## src/rtl/dbl_pkg.sv

```systemverilog
package dbl_pkg;
   typedef struct packed {
      logic wr;
      logic data;
   } wcmd_t;

   typedef enum logic [1:0] {
      LV_OPEN = 2'd0,
      LV_GUARD = 2'd1,
      LV_SEALED = 2'd2
   } lvl_class_t;

   function automatic lvl_class_t classify(input logic [7:0] lvl);
      if (lvl == 8'd0) return LV_OPEN;
      else if (lvl == 8'd1) return LV_GUARD;
      else return LV_SEALED;
   endfunction
endpackage

```

## src/rtl/dbl_debug_gate.sv

```systemverilog
module dbl_debug_gate #(
   parameter int LVL_W = 2
) (
   input  logic             clk,
   input  logic             rst_n,
   input  logic [LVL_W-1:0] prot_level,
   input  dbl_pkg::wcmd_t   cmd,
   output logic             debug_enable
);
   import dbl_pkg::*;
   logic sw_en_q;
   lvl_class_t cls;

   always_comb cls = classify(8'(prot_level));

   always_ff @(posedge clk) begin
      if (!rst_n) sw_en_q <= 1'b1;
      else if (cmd.wr) sw_en_q <= cmd.data;
   end

   always_comb debug_enable = sw_en_q && (cls != LV_SEALED);
endmodule

```

## src/rtl/dbl_boot_lock.sv

```systemverilog
module dbl_boot_lock #(
   parameter int LVL_W = 2
) (
   input  logic             clk,
   input  logic             rst_n,
   input  logic             opt_lock,
   input  logic [LVL_W-1:0] prot_level,
   input  dbl_pkg::wcmd_t   cmd,
   input  logic             regress_req,
   input  logic             erase_done,
   output logic             boot_lock,
   output logic             clr_reject
);
   import dbl_pkg::*;
   logic lock_q, qual_q, rej_q;
   logic clr_try, clr_ok;
   lvl_class_t cls;

   always_comb begin
      cls     = classify(8'(prot_level));
      clr_try = cmd.wr && !cmd.data;
      clr_ok  = clr_try && ((cls == LV_OPEN) || ((cls == LV_GUARD) && qual_q));
   end

   always_ff @(posedge clk) begin
      if (!rst_n) begin
         lock_q <= opt_lock;
         qual_q <= 1'b0;
         rej_q  <= 1'b0;
      end else begin
         rej_q <= clr_try && !clr_ok;
         if (cmd.wr && cmd.data) lock_q <= 1'b1;
         else if (clr_ok)        lock_q <= 1'b0;
         if (clr_ok || !regress_req) qual_q <= 1'b0;
         else if (erase_done)        qual_q <= 1'b1;
      end
   end

   assign boot_lock  = lock_q;
   assign clr_reject = rej_q;
endmodule

```

## src/rtl/dbl_sec_latch.sv

```systemverilog
module dbl_sec_latch (
   input  logic           clk,
   input  logic           rst_n,
   input  logic           opt_sec,
   input  dbl_pkg::wcmd_t cmd,
   output logic           secured
);
   logic sec_q;
   always_ff @(posedge clk) begin
      if (!rst_n) sec_q <= opt_sec;
      else if (cmd.wr && cmd.data) sec_q <= 1'b1;
   end
   assign secured = sec_q;
endmodule

```

## src/rtl/dbg_boot_lock_ctrl.sv

```systemverilog
module dbg_boot_lock_ctrl #(
   parameter int LVL_W = 2,
   parameter int BOOT_W = 2,
   parameter logic [BOOT_W-1:0] BOOT_MAIN = '0
) (
   input  logic              clk,
   input  logic              rst_n,
   input  logic [LVL_W-1:0]  prot_level,
   input  logic              opt_boot_lock,
   input  logic              opt_sec_prot,
   input  logic              dbg_wr,
   input  logic              dbg_wdata,
   input  logic              lock_wr,
   input  logic              lock_wdata,
   input  logic              sec_wr,
   input  logic              sec_wdata,
   input  logic              regress_req,
   input  logic              erase_done,
   input  logic [BOOT_W-1:0] boot_mode_in,
   output logic              debug_enable,
   output logic              boot_lock,
   output logic [BOOT_W-1:0] boot_sel,
   output logic              secured,
   output logic              clr_reject
);
   import dbl_pkg::*;

   generate
      if (LVL_W < 2 || LVL_W > 8) begin : g_bad_lvl
         $error("LVL_W must be 2..8");
      end
      if (BOOT_W < 1) begin : g_bad_boot
         $error("BOOT_W must be at least 1");
      end
   endgenerate

   wcmd_t dbg_cmd, lock_cmd, sec_cmd;
   always_comb begin
      dbg_cmd  = '{wr: dbg_wr,  data: dbg_wdata};
      lock_cmd = '{wr: lock_wr, data: lock_wdata};
      sec_cmd  = '{wr: sec_wr,  data: sec_wdata};
   end

   dbl_debug_gate #(.LVL_W(LVL_W)) u_dbg (
      .clk(clk), .rst_n(rst_n), .prot_level(prot_level),
      .cmd(dbg_cmd), .debug_enable(debug_enable));

   dbl_boot_lock #(.LVL_W(LVL_W)) u_lock (
      .clk(clk), .rst_n(rst_n), .opt_lock(opt_boot_lock),
      .prot_level(prot_level), .cmd(lock_cmd),
      .regress_req(regress_req), .erase_done(erase_done),
      .boot_lock(boot_lock), .clr_reject(clr_reject));

   dbl_sec_latch u_sec (
      .clk(clk), .rst_n(rst_n), .opt_sec(opt_sec_prot),
      .cmd(sec_cmd), .secured(secured));

   always_comb boot_sel = boot_lock ? BOOT_MAIN : boot_mode_in;
endmodule

```

## config.mk

```make
export PLATFORM = sky130hd
export DESIGN_NAME = dbg_boot_lock_ctrl
export DESIGN_NICKNAME = d
export VERILOG_FILES = /design/src/rtl/dbl_pkg.sv /design/src/rtl/dbl_debug_gate.sv /design/src/rtl/dbl_boot_lock.sv /design/src/rtl/dbl_sec_latch.sv /design/src/rtl/dbg_boot_lock_ctrl.sv
export SDC_FILE = /design/constraint.sdc
export NUM_CORES = 1
export LEC_CHECK = 0
export ABC_AREA = 1
export BUFFER_PORTS_ARGS = -buffer_cell sky130_fd_sc_hd__buf_2
export CORE_AREA = 5 5 42 44
export CTS_BUF_LIST = sky130_fd_sc_hd__clkbuf_2
export DETAILED_ROUTE_END_ITERATION = 12
export DIE_AREA = 0 0 47 49
export PLACE_DENSITY = 0.5
export SETUP_SLACK_MARGIN = 0.05
export SYNTH_ARGS = -nofsm -noshare
export SYNTH_HDL_FRONTEND = slang
export SYNTH_SLANG_ARGS = --single-unit
export TNS_END_PERCENT = 5
```

## constraint.sdc

```tcl
create_clock -name clk -period 1.9 [get_ports clk]
set_input_delay 0 -clock clk [delete_from_list [all_inputs] [get_ports clk]]
set_output_delay 0 -clock clk [all_outputs]
set_load 0.01 [all_outputs]
```

==> results.toml, run 1 <==
[run_status]
status = "complete, no violations"

[layout]
nets = 78
syn2layout_area_growth_pct = 68.4
antennaDiodeCount = 0
multi_input_area_um2 = 91.3
regArea_um2 = 120
fill_cells = 170
drive_gt1_frac = 0.443

[pwr]
ir_worst_vdd_uv = 267
leakagePower_nw = 0.240
powerDensity_nw_per_um2 = 686

[clock_tree]
clock-root-buffer = "clkbuf_2"
cts.clk_slew.worst_paths_ns = 0.06
htree_levels = 1
cts_tree = "done"
worst_skew_pair.late_latency_ns = 0.23
cts_buffers = 3
cts-resized-gates = 0
cts_sinks = 5
cts.path.max_buffers = 2

[worst_setup_path]
r2r-start = "u_dbg.sw_en_q"
worstPathRequired_ns = 2.01
crit_arrival_ns = 1.40
critPathMaxFanout = 2
path_class = "primary input to flop"
cp-startpoint = "dbg_wr"
worstSetupStartpointType = "primary input"
crit_path_end_kind = "flop"

[sta]
setup_viol = 0
period_share = 0.679
setup_tns_ns = 0
worstMarginPinSlew_ns = 0.123
setup_slack_ns = 0.610
post-route-min-period_ns = 1.29
clock_skew_ns = 0.00674
relSlewSlack = 0.917
grt_setup_unrepaired = "no"
hold_ws_ns = 0.0221
max_freq_ghz = 0.775
hold_violations = 0
drv_slew = 0

[placement]
gp_congestion = 0.640
dp_hpwl_um = 505
pre_cts_ws_ns = 0.993
io_buffers = 21

[global_route]
antenna_found_initial = 0
grt.overflow.total = 0
grt_pass1_vias = 232
grt_pass1_wl_um = 800
grt_max_degree = 7
grt_usage = 0.0551

[logic_synthesis]
synth_warnings = 0
ys_seq_area_frac = 0.497
synthCells = 34
yosysUniqueCellTypes = 10
syn_nets = 50
ys_seq_elements = 5
synth_area_um2 = 241
syn_area_per_cell_um2 = 7.10

[floorplanning]
core_um2 = 1400
fp.dieW_um = 47
io_pins = 22
start_util = 0.172
dieHeight_um = 49
num_rows = 14
dieArea_um2 = 2300

[hold_path]
hold_start = "erase_done"
hold_path.class = "primary input to flop"

[drt]
drt-total-wl_um = 608
drc_errors = 0
vias_per_cell = 3.66
drt_iter0_markers = 0
ant_nets = 0
via_count = 282
dr.pass1.iters = 1
wire_per_inst_um = 7.90

[flow_run]
cap_violations = 0
[power by group]
| part | internal (W) | switching (W) |
|---|---|---|
| Clock | 0.0000558 | 0.0000482 |
| Combinational | 0.0000278 | 0.0000250 |
| Sequential | 0.000120 | 0.00000256 |
| Total | 0.000203 | 0.0000757 |
[stage by stage]
stage	instances	utilization	power, W	area, µm²
final	77	0.290	0.000279	407
after global routing	77	0.290	0.000302	407
after CTS	77	0.290	0.000286	407
after detailed placement	71	0.262	0.000175	367
after global placement	71	0.262	0.000174	367
after floorplan	34	-	0.000147	241
[layer usage]
metal | track usage | wire length (µm) | share of wire
met1 | 0.0333 | 204 | 0.34
met2 | 0.0837 | 283 | 0.47
met3 | 0.0738 | 120 | 0.20
met5 | 0 | 0 | 0
met4 | 0.0276 | 0 | 0
[cell type report]
cell class | count | share of cell area
clock buffer | 4 | 0.0492
multi-input combinational | 21 | 0.225
tap | 16 | 0.0492
sequential | 5 | 0.295
timing repair buffer | 23 | 0.308
inverter | 8 | 0.0738
[cells in the mapped netlist]
library cell | count | area (µm²)
or2_2 | 1 | 6.26
dfxtp_1 | 3 | 60.1
inv_1 | 8 | 30.0
nand2_1 | 7 | 26.3
o21ai_0 | 1 | 5.00
a21oi_2 | 1 | 8.76
nor2_1 | 8 | 30.0
a21oi_1 | 1 | 5.00
edfxtp_1 | 2 | 60.1
o21ai_1 | 2 | 10.0
[state kept, by name, indices dropped and copies added, names as in the netlist]
register and flops:
u_lock.boot_lock 1, u_lock.clr_reject 1, u_dbg.sw_en_q 1, u_sec.secured 1, u_lock.qual_q 1
[cells by family after synthesis]
kind of cell / Yosys count / synth area share
and+or+nand+nor: 16 / 0.259
buffers and inverters: 8 / 0.124
DFF: 5 / 0.497
AOI/OAI and AO/OA: 5 / 0.119
[cell usage in the layout (no fill, tap or decap)]
master,instances
edfxtp_1,2
buf_2,21
clkbuf_2,4
a21oi_2,1
inv_1,8
or2_2,1
dlygate4sd3_1,2
nor2_1,8
o21ai_1,2
nand2_1,7
a21oi_1,1
dfxtp_1,3
o21ai_0,1
[path summary, 6_finish.rpt]
kind / endpoint / slack (ns) / depth (start not counted)
setup / recovery: u_dbg.sw_en_q / 0.61 / 5
hold / removal: u_lock.qual_q / 0.02 / 3
setup reg to reg: u_dbg.sw_en_q / 0.81 / 3
hold reg to reg: u_lock.qual_q / 0.52 / 2
[worst max-delay path, stage by stage]
cell and delay, ns:
dlygate4sd3_1 0.53, buf_2 0.12, a21oi_1 0.12, o21ai_0 0.08
dlygate4sd3_1 0.55
[timing repair]
item                                    in CTS  in global routing
setup buffers                                0                  0
hold buffers                                 2                  0
endpoints found under the setup margin       0                  0
endpoints found under the hold margin        1                  0
Note: power is estimated with default switching activity, not from simulation.
==> run 2, diff against run 1 <==
==> constraint.sdc (replaced) <==
create_clock -name clk -period 1.3 [get_ports clk]
set_input_delay 0 -clock clk [delete_from_list [all_inputs] [get_ports clk]]
set_output_delay 0 -clock clk [all_outputs]
set_load 0.01 [all_outputs]
==> run 2 against run 1 <==
Count of clock-buffer cells in the layout is the same. Final area unchanged. Utilization is the same. Critical path depth is 1 lower. Critical path type is now flop to flop. Largest cell class unchanged.
==> results.toml, run 2 (same netlist as run 1, synthesis figures left out) <==
[pwr]
combPwrFrac = 0.188
intPower_w = 0.000297
seqPwrFrac = 0.439
power_frac_clock = 0.373
p_switching_w = 0.000110
switching_share = 0.271
ir_worst_vdd_uv = 390
powerDensity_nw_per_um2 = 1000
leakagePower_nw = 0.241

[layout]
final_util = 0.290
final_cell_mix = "21 x buf_2, 8 x inv_1, 8 x nor2_1"
antennaDiodeCount = 0
syn2layout_area_growth_pct = 68.4
nets = 78
drive_gt1_frac = 0.443
layout_commonest_cell = "buf_2"

[global_route]
grt_pass1_wl_um = 772
grt_usage = 0.0537
grt.overflow.total = 0
grt_pass1_vias = 220
antenna_found_initial = 0
grt_max_degree = 7

[sta]
relSlewSlack = 0.923
setup_tns_ns = 0
clock_skew_ns = 0.00674
setup_viol = 0
hold_ws_ns = 0.0222
drv_slew = 0
hold_violations = 0
post-route-min-period_ns = 0.912
max_freq_ghz = 1.10
worstMarginPinSlew_ns = 0.114
period_share = 0.702
grt_setup_unrepaired = "no"

[worst_setup_path]
crit_path_end_kind = "flop"
crit_slowest_cell = "dfxtp_1"
worstPathRequired_ns = 1.24
cpLargestDelayFamily = "flip-flops"
path_class = "flop to flop"
critPathMaxFanout = 3
crit_arrival_ns = 0.85
timing.reg2reg.worst_path_depth = 4
cp_common_cell = "nand2_1"
crit_chain = "inv_1 -> nand2_1 -> nand2_1 -> o21ai_1"
slowest_delay_ns = 0.33
worst-path-stages = 4
worstSetupStartpointType = "flop"
cp_num_buf_inv = 1

[floorplanning]
dieHeight_um = 49
start_util = 0.172
io_pins = 22
num_rows = 14
core_um2 = 1400
dieArea_um2 = 2300
fp.dieW_um = 47

[placement]
io_buffers = 21
gp_congestion = 0.640
dp_hpwl_um = 505

[drt]
dr.pass1.iters = 1
drc_errors = 0
ant_nets = 0
vias_per_cell = 3.64
drt_iter0_markers = 0
via_count = 280
wire_per_inst_um = 7.83
drt-total-wl_um = 603

[clock_tree]
cts-resized-gates = 0
post_cts_buffers = 0
cts_sinks = 5
worst_skew_pair.late_latency_ns = 0.23
htree_levels = 1
cts_buffers = 3
cts.clk_slew.worst_paths_ns = 0.07
clock-root-buffer = "clkbuf_2"
cts_hold_buf = 2
cts_tree = "done"
cts.path.max_buffers = 2

[flow_run]
cap_violations = 0

[run_status]
status = "complete, no violations"

[hold_path]
hold_path.class = "primary input to flop"
hold_depth = 3
-- run 2: final cells by class --
type / instances / area (µm²)
multi-input combinational: 21 / 91.3
sequential: 5 / 120
fill: 171 / 995
inverter: 8 / 30.0
tap: 16 / 20.0
timing repair buffer: 23 / 125
clock buffer: 4 / 20.0
-- run 2: layer usage --
| layer | share of wire | track usage | wire [µm] | up-vias |
|---|---|---|---|---|
| li1 | - | - | - | 154 |
| met1 | 0.34 | 0.0333 | 205 | 110 |
| met2 | 0.46 | 0.0792 | 277 | 16 |
| met3 | 0.20 | 0.0738 | 120 | 0 |
| met4 | 0 | 0.0276 | 0 | 0 |
| met5 | 0 | 0 | 0 | - |
-- run 2: metrics by stage --
| step | cells | cell area, µm² | worst slack [ns] | power [W] |
|---|---|---|---|---|
| floorplan | 34 | 241 | 0.437 | 0.000214 |
| global placement | 71 | 367 | 0.414 | 0.000255 |
| detailed placement | 71 | 367 | 0.393 | 0.000256 |
| CTS | 77 | 407 | 0.383 | 0.000417 |
| global route | 77 | 407 | 0.326 | 0.000440 |
| finish | 77 | 407 | 0.388 | 0.000407 |
-- run 2: worst paths after layout --
kind,from,slack (ns),to
setup / recovery,u_lock.qual_q,0.39,u_lock.boot_lock
hold / removal,erase_done,0.02,u_lock.qual_q
setup reg to reg,u_lock.qual_q,0.39,u_lock.boot_lock
hold reg to reg,u_dbg.sw_en_q,0.47,u_dbg.sw_en_q
-- run 2: worst register-to-register path, stage by stage, from the launching register on --
cell and delay [ns]:
dfxtp_1 0.33, inv_1 0.04, nand2_1 0.05, nand2_1 0.07
o21ai_1 0.13
-- run 2: power by group through the flow --
stage / clock network [W] / logic (W) / registers (W)
floorplan: 0 / 0.0000283 / 0.000186
CTS: 0.000160 / 0.0000785 / 0.000179
global placement: 0 / 0.0000729 / 0.000182
finish: 0.000152 / 0.0000766 / 0.000179
global route: 0.000175 / 0.0000856 / 0.000180
detailed placement: 0 / 0.0000736 / 0.000182
==> run 3, diff against run 2 <==
==> constraint.sdc (replaced) <==
create_clock -name clk -period 0.86 [get_ports clk]
set_input_delay 0 -clock clk [delete_from_list [all_inputs] [get_ports clk]]
set_output_delay 0 -clock clk [all_outputs]
set_load 0.01 [all_outputs]
==> run 3 against run 2 <==
Wire length down 3.5%. Critical endpoint unchanged. Die area unchanged. Sequential share of layout area down 1.3 points. Utilization up 1.7 points. Non-clock buffer count up 1. Largest power group unchanged. Maximum frequency up 3.6%. Via count up 1.8%. Clock skew down 0.0016 ns. Setup slack worse by 0.41 ns. The run now ends with setup timing left. Clock power up 42%. First-iteration DRC count up 2.
==> results.toml, run 3 (same netlist as run 1, synthesis figures left out) <==
[worst_setup_path]
r2r-start = "u_lock.qual_q"
worstPathRequired_ns = 0.79
crit_arrival_ns = 0.81
critPathMaxFanout = 2
path_class = "flop to flop"
worstSetupStartpointType = "flop"
crit_path_end_kind = "flop"
timing.reg2reg.worst_path_depth = 4
r2r_slack_ns = -0.02
reg2reg_to = "u_lock.boot_lock"

[global_route]
grt_pass1_wl_um = 862
grt_usage = 0.0544
antenna_found_initial = 0
grt.overflow.total = 0
grt_pass1_vias = 243
grt_max_degree = 7

[drt]
drt-total-wl_um = 582
dr.pass1.iters = 2
drt_iter0_markers = 2
vias_per_cell = 3.65
via_count = 285
ant_nets = 0
drc_errors = 0
wire_per_inst_um = 7.46

[layout]
drive_gt1_frac = 0.565
fill_cells = 173
layout_commonest_cell = "buf_2"
final_cell_mix = "21 x buf_2, 7 x inv_1, 7 x nor2_1"
multi_input_area_um2 = 106
syn2layout_area_growth_pct = 78.2
regArea_um2 = 121
antennaDiodeCount = 0
nets = 79

[pwr]
p_switching_w = 0.000160
power_frac_clock = 0.351
ir_worst_vdd_uv = 683
combPwrFrac = 0.208
intPower_w = 0.000455
leakagePower_nw = 0.247
seqPwrFrac = 0.441
powerDensity_nw_per_um2 = 1430
switching_share = 0.260
finalPower_w = 0.000615

[clock_tree]
cts_buffers = 3
cts_tree = "done"
cts.clk_slew.worst_paths_ns = 0.06
clock-root-buffer = "clkbuf_2"
post_cts_buffers = 0
htree_levels = 1
cts_sinks = 5
cts.path.max_buffers = 2
worst_skew_pair.late_latency_ns = 0.21

[placement]
dp_hpwl_um = 479
pre_cts_ws_ns = -0.0180
io_buffers = 21
gp_congestion = 0.602

[sta]
drv_slew = 0
post-route-min-period_ns = 0.881
grt_setup_unrepaired = "yes"
period_share = 1.02
setup_viol = 1
worstMarginPinSlew_ns = 0.147
setup_tns_ns = -0.0205
max_freq_ghz = 1.14
hold_ws_ns = 0.0334
setup_slack_ns = -0.0205
clock_skew_ns = 0.00518
relSlewSlack = 0.902
hold_violations = 0

[run_status]
status = "finished with violations"
violations = "setup timing"

[hold_path]
whs_endpoint = "u_lock.qual_q"
hold_start = "erase_done"
hold_path.class = "primary input to flop"
hold_depth = 3

[floorplanning]
dieHeight_um = 49
io_pins = 22
start_util = 0.172
core_um2 = 1400
num_rows = 14
fp.dieW_um = 47
dieArea_um2 = 2300

[flow_run]
cap_violations = 0
[run 3: changes by cell type in the layout (fill, tap and decap cells not counted), sizes merged]
cell,previous run,this run
buf,21,22
[run 3: how the worst max path moves through the flow]
| stage | start | to | slack, ns | cells past startpoint |
|---|---|---|---|---|
| 2_1_floorplan | u_lock.qual_q | u_lock.boot_lock | -0.003 | 4 |
| 3_3_place_gp | u_lock.qual_q | u_lock.boot_lock | -0.01 | 4 |
| 3_5_place_dp | u_lock.qual_q | u_lock.boot_lock | -0.02 | 4 |
| 4_1_cts | u_lock.qual_q | u_lock.boot_lock | -0.009 | 4 |
| 5_1_grt | u_lock.qual_q | u_lock.boot_lock | -0.06 | 4 |
| 6_report | u_lock.qual_q | u_lock.boot_lock | -0.02 | 4 |
[run 3: layout make-up]
type / count / area share
Timing Repair Buffer: 24 / 0.308
Inverter: 8 / 0.0698
Clock buffer: 4 / 0.0465
Multi-Input combinational cell: 21 / 0.247
Tap cell: 16 / 0.0465
Sequential cell: 5 / 0.282
[run 3: repair_timing]
action | CTS | global route
hold buffers | 2 | 0
hold endpoints to repair | 1 | 0
endpoints found under the setup margin | 4 | 8
pin swaps | 2 | 3
gates resized for setup | 1 | 6
[run 3: power groups by stage]
stage                     Clock [W]  Sequential [W]  Combinational (W)
after CTS                  0.000224        0.000271           0.000121
after floorplan                   0        0.000281          0.0000427
after global routing       0.000242        0.000273           0.000144
after detailed placement          0        0.000275           0.000114
after global placement            0        0.000275           0.000114
final                      0.000216        0.000271           0.000128
[run 3: routing by layer]
| metal | track usage | routed length, µm | vias up |
|---|---|---|---|
| li1 | - | - | 156 |
| met1 | 0.0467 | 205 | 112 |
| met2 | 0.0792 | 251 | 17 |
| met3 | 0.0664 | 126 | 0 |
| met4 | 0.0138 | 0 | 0 |
| met5 | 0 | 0 | - |
[run 3: per-stage QoR]
| stage | cells | area [µm²] | utilization |
|---|---|---|---|
| floorplan | 34 | 241 | - |
| finish | 78 | 430 | 0.307 |
| detailed placement | 72 | 374 | 0.267 |
| global route | 78 | 430 | 0.307 |
| global placement | 72 | 374 | 0.267 |
| CTS | 78 | 415 | 0.296 |
[run 3: worst max-delay path, cell delays in order (launching register included)]
cell and delay (ns):
dfxtp_2 0.33, inv_2 0.03, nand2_2 0.05, nand2_2 0.06, o21ai_2 0.13
